==> config.mk <==
export PLATFORM = sky130hd
export DESIGN_NAME = sfifo_srch
export DESIGN_NICKNAME = d
export VERILOG_FILES = /design/src/rtl/sfifo_srch.sv
export SDC_FILE = /design/constraint.sdc
export NUM_CORES = 1
export LEC_CHECK = 0
export CAP_MARGIN = 25
export CORE_ASPECT_RATIO = 0.75
export CORE_MARGIN = 2
export CORE_UTILIZATION = 60
export CTS_CLUSTER_DIAMETER = 80
export DETAILED_ROUTE_END_ITERATION = 12
export DONT_BUFFER_PORTS = 1
export PLACE_DENSITY = 0.76
export REMOVE_ABC_BUFFERS = 1
export SLEW_MARGIN = 10
export SYNTH_ARGS = -nofsm -noshare
export SYNTH_HDL_FRONTEND = slang
export SYNTH_SLANG_ARGS = --single-unit
==> constraint.sdc <==
create_clock -name clk -period 2.4 [get_ports clk]
set_clock_uncertainty 0.15 [all_clocks]
set_input_delay 0.48 -clock clk [delete_from_list [all_inputs] [get_ports clk]]
set_output_delay 0.48 -clock clk [all_outputs]
set_load 0.005 [all_outputs]
==> src/rtl/sfifo_srch.sv <==
module sfifo_srch #(
  parameter int DEPTH      = 2,
  parameter int DATA_W     = 16,
  parameter int KEY_W      = 5,
  parameter int MATCH_KIND = 0
) (
  input  logic              clk,
  input  logic              rst_n,
  input  logic              enq_valid,
  input  logic [DATA_W-1:0] enq_data,
  output logic              enq_ready,
  input  logic              deq_valid,
  output logic              deq_ready,
  output logic              head_valid,
  output logic [DATA_W-1:0] head_data,
  input  logic              clear,
  input  logic [KEY_W-1:0]  srch_key,
  output logic              srch_hit
);
  localparam logic [1:0] KIND_ADD  = 2'b00;
  localparam logic [1:0] KIND_LOAD = 2'b10;

  logic [DEPTH-1:0]  vld;
  logic [DATA_W-1:0] mem [DEPTH];
  logic [DEPTH-1:0]  pv;
  logic [DATA_W-1:0] pd [DEPTH];
  logic [DEPTH-1:0]  enq_sel;
  logic [DEPTH-1:0]  hit_vec;
  logic              deq_fire;
  logic              enq_fire;

  function automatic logic slot_match(input logic [DATA_W-1:0] e, input logic [KEY_W-1:0] k);
    logic [1:0] kind;
    kind = e[DATA_W-1 -: 2];
    if (MATCH_KIND == 0)
      return (kind == KIND_ADD || kind == KIND_LOAD) && (e[KEY_W-1:0] == k);
    else
      return e[KEY_W-1:0] == k;
  endfunction

  assign deq_fire   = deq_valid & vld[0];
  assign enq_ready  = ~clear & ~pv[DEPTH-1];
  assign enq_fire   = enq_valid & enq_ready;
  assign deq_ready  = vld[0];
  assign head_valid = vld[0];
  assign head_data  = mem[0];
  assign srch_hit   = |hit_vec;

  for (genvar i = 0; i < DEPTH; i++) begin : g_slot
    if (i + 1 < DEPTH) begin : g_mid
      assign pv[i] = ~clear & (deq_fire ? vld[i+1] : vld[i]);
      assign pd[i] = deq_fire ? mem[i+1] : mem[i];
    end else begin : g_last
      assign pv[i] = ~clear & ~deq_fire & vld[i];
      assign pd[i] = mem[i];
    end

    if (i == 0) begin : g_first
      assign enq_sel[i] = enq_fire & ~pv[i];
    end else begin : g_rest
      assign enq_sel[i] = enq_fire & ~pv[i] & pv[i-1];
    end

    assign hit_vec[i] = pv[i] & slot_match(pd[i], srch_key);

    always_ff @(posedge clk) begin
      if (!rst_n) vld[i] <= 1'b0;
      else        vld[i] <= pv[i] | enq_sel[i];
    end

    always_ff @(posedge clk) begin
      if (enq_sel[i]) mem[i] <= enq_data;
      else            mem[i] <= pd[i];
    end
  end
endmodule

==> impl_metrics.toml <==
[detailed_routing]
drt-total-wl_um = 3070
routed_via_density = 5.84
ant_nets = 0
dr.pass1.iters = 4
drc_errors = 0
num_vias = 1075
wire_per_inst_um = 16.7
first_iter_violations = 87

[worst_setup_path]
timing.reg2reg.setup_slack_ps = 670
critPathCaptureType = "output pin"
r2r-end = "mem[0][10]$_DFFE_PP_"
critPathMaxStageDelay_ps = 400
setup.worst_path.end = "srch_hit"
arrival_ps = 1660
worst-setup-path-type = "register to output pin"
startpoint = "mem[1][2]$_DFFE_PP_"
r2r_start = "deq_ready$_SDFF_PN0_"
ff2ff_path_depth = 3
cpMaxStageDelayCell = "edfxtp_1"
startpoint_type = "register"
critPathMaxFanout = 3
crit_path_cell_trace = "and3_4, or3_1, a221oi_2, a32o_2"
crit_required_ps = 1770

[die]
fp-row-count = 15
coreArea_um2 = 2360
fp.dieW_um = 62.3
ioPinCount = 46
die_h_um = 47.8
initial_core_util_pct = 64.8
die-area_um2 = 2980

[sta]
slew_violations = 0
min_period_ps = 2290
setup_viol = 0
worst_pin_slew_ps = 438
fin_ws_ps = 114
relSlewSlack_pct = 70.7
finalHoldViolCount = 0
tns_ps = 0
rsz0062_at_grt = "false"
fmax_mhz = 438
finalCritPeriodShare_pct = 95.2

[yosys]
synth_seq_cells = 34
synthCells = 144
synth_ff_type = "edfxtp_1"
synth_edf_count = 26
ys_warn_count = 0
synthTopCellsByArea = "edfxtp_1 51%, dfxtp_1 10%, nand2_1 8.1%"
synth.avg_cell_area_um2 = 10.6
async_reset_ff_share_pct = 0
syn_area_um2 = 1530
seq_area_frac_synth_pct = 61.4
yosysTopAreaCellShare_pct = 51.0
synth_area_leader_cell = "edfxtp_1"
yosysUniqueCellTypes = 33

[pwr]
sw_frac_of_total_pct = 24.0
p_clk_share_pct = 26.5
p_seq_share_pct = 65.0
intPower_w = 0.000808
p_sw_w = 0.000256
ir_worst_vdd_mv = 0.549
combPwrFrac_pct = 8.4
p_per_area_nw_per_um2 = 654
p_leak_nw = 0.629

[clock_tree]
ctsHoldBuffers = 0
h-tree-depth = 2
root_buffer = "clkbuf_4"
clkLatencyLatePin_ps = 330
clock_sinks = 34
cts-buffers-inserted = 5
cts_tree = "built"
clkTransAtPathRegs_ps = 90
cts_buffer_depth = 2

[min_path]
min_from = "clear"
hold_class = "primary input to register"

[grt]
grt_overflow = 0
antenna_found_initial = 0
grt_pass1_vias = 1035
grt_max_degree = 23
track_usage_pct = 22.4
grt_pass1_wl_um = 4800

[final_layout]
syn_to_final_growth_pct = 6.21
antenna_cells = 0
finalNetCount = 176
final_cells = 184
drive_above_1_share_pct = 11.3

[place]
port_buffers = 0
post-place-ws_ps = 339
gp_congestion = 0.906
place_inst = 175
hpwlAfterDp_um = 2250

[run]
cap_violations = 0

[outcome]
status = "completed"
==> state kept, by name (all words and copies together) (netlist names), named ones only <==
name       flops
mem           31
deq_ready      1
vld            1
==> cells in the final DEF (no fill, tap or decap), types with 5 or more instances in the layout <==
cell type / count
buf_4: 5
nor2_1: 12
a31oi_1: 5
nand2b_1: 6
nand3_1: 10
edfxtp_1: 26
clkbuf_4: 5
dfxtp_1: 7
nand2_1: 33
==> cells by family after synthesis <==
family | Yosys count | share of synthesized area, %
xor+xnor | 4 | 2.29
flops | 34 | 61.4
compound gates | 20 | 9.39
buf+inv | 10 | 3.35
simple gates | 75 | 22.9
mux | 1 | 0.654
==> cell usage after synthesis, drive strengths merged, types with 2 or more instances <==
cell type	number
a21oi	3
nor3	2
dfxtp	8
edfxtp	26
nor2	12
xnor2	3
a21boi	2
nand2b	6
and2	3
and3	2
nand2	33
nor2b	2
inv	3
o2111ai	3
clkbuf	2
a31oi	5
buf	5
or3	2
o21ai	3
nand3	10
==> worst min-delay path by stage <==
stage                           end  slack [ps]  depth (start not counted)
3_5_place_dp     mem[0][14]$_DFF_P_         360                          2
5_1_grt        deq_ready$_SDFF_PN0_          50                          1
6_report       deq_ready$_SDFF_PN0_          70                          1
2_1_floorplan    mem[0][14]$_DFF_P_         330                          2
4_1_cts        deq_ready$_SDFF_PN0_          60                          1
3_3_place_gp      mem[0][1]$_DFF_P_         360                          2
==> through the flow <==
step | util, % | hold slack [ps] | power (W) | cell area [µm²]
6_report | 68.8 | 67.9 | 0.00106 | 1630
5_1_grt | 68.8 | 46.4 | 0.00110 | 1630
4_1_cts | 68.2 | 58.1 | 0.00107 | 1610
3_3_place_gp | 66.1 | 357 | 0.000788 | 1560
3_5_place_dp | 66.1 | 363 | 0.000794 | 1560
2_1_floorplan | - | 330 | 0.000766 | 1490
==> critical path: cells and delay by family, from the launching register on <==
| family | cells | cell delay (ps) |
|---|---|---|
| compound gates | 2 | 400 |
| flops | 1 | 400 |
| simple gates | 2 | 550 |
==> layout make-up <==
class | count | area [µm²]
Clock buffer | 5 | 37.5
Clock inverter | 2 | 10.0
Fill cell | 193 | 738
Inverter | 3 | 11.3
Multi-Input combinational cell | 100 | 541
Sequential cell | 34 | 942
Tap cell | 34 | 42.5
Timing Repair Buffer | 6 | 42.5
==> metal layers <==
metal	routed length, µm	track usage, %	share of wire [%]	vias to the layer above
li1	-	-	-	522
met1	1320	27.0	43	501
met2	1450	37.2	47	47
met3	259	9.65	8.5	5
met4	34	9.33	1.1	0
met5	0	0	0	-
==> what timing repair did <==
item,4_1_cts,5_1_grt
resized for setup,1,1
setup buffers,0,1
endpoints found under the setup margin,1,1
pin swaps,0,2
==> power groups by stage <==
stage | Sequential (W) | Clock (W) | Combinational [W]
finish | 0.000692 | 0.000282 | 0.0000899
global route | 0.000696 | 0.000307 | 0.000102
CTS | 0.000693 | 0.000289 | 0.0000885
detailed placement | 0.000706 | 0 | 0.0000881
global placement | 0.000705 | 0 | 0.0000829
floorplan | 0.000698 | 0 | 0.0000677
Note: power is estimated with default switching activity, not from simulation.
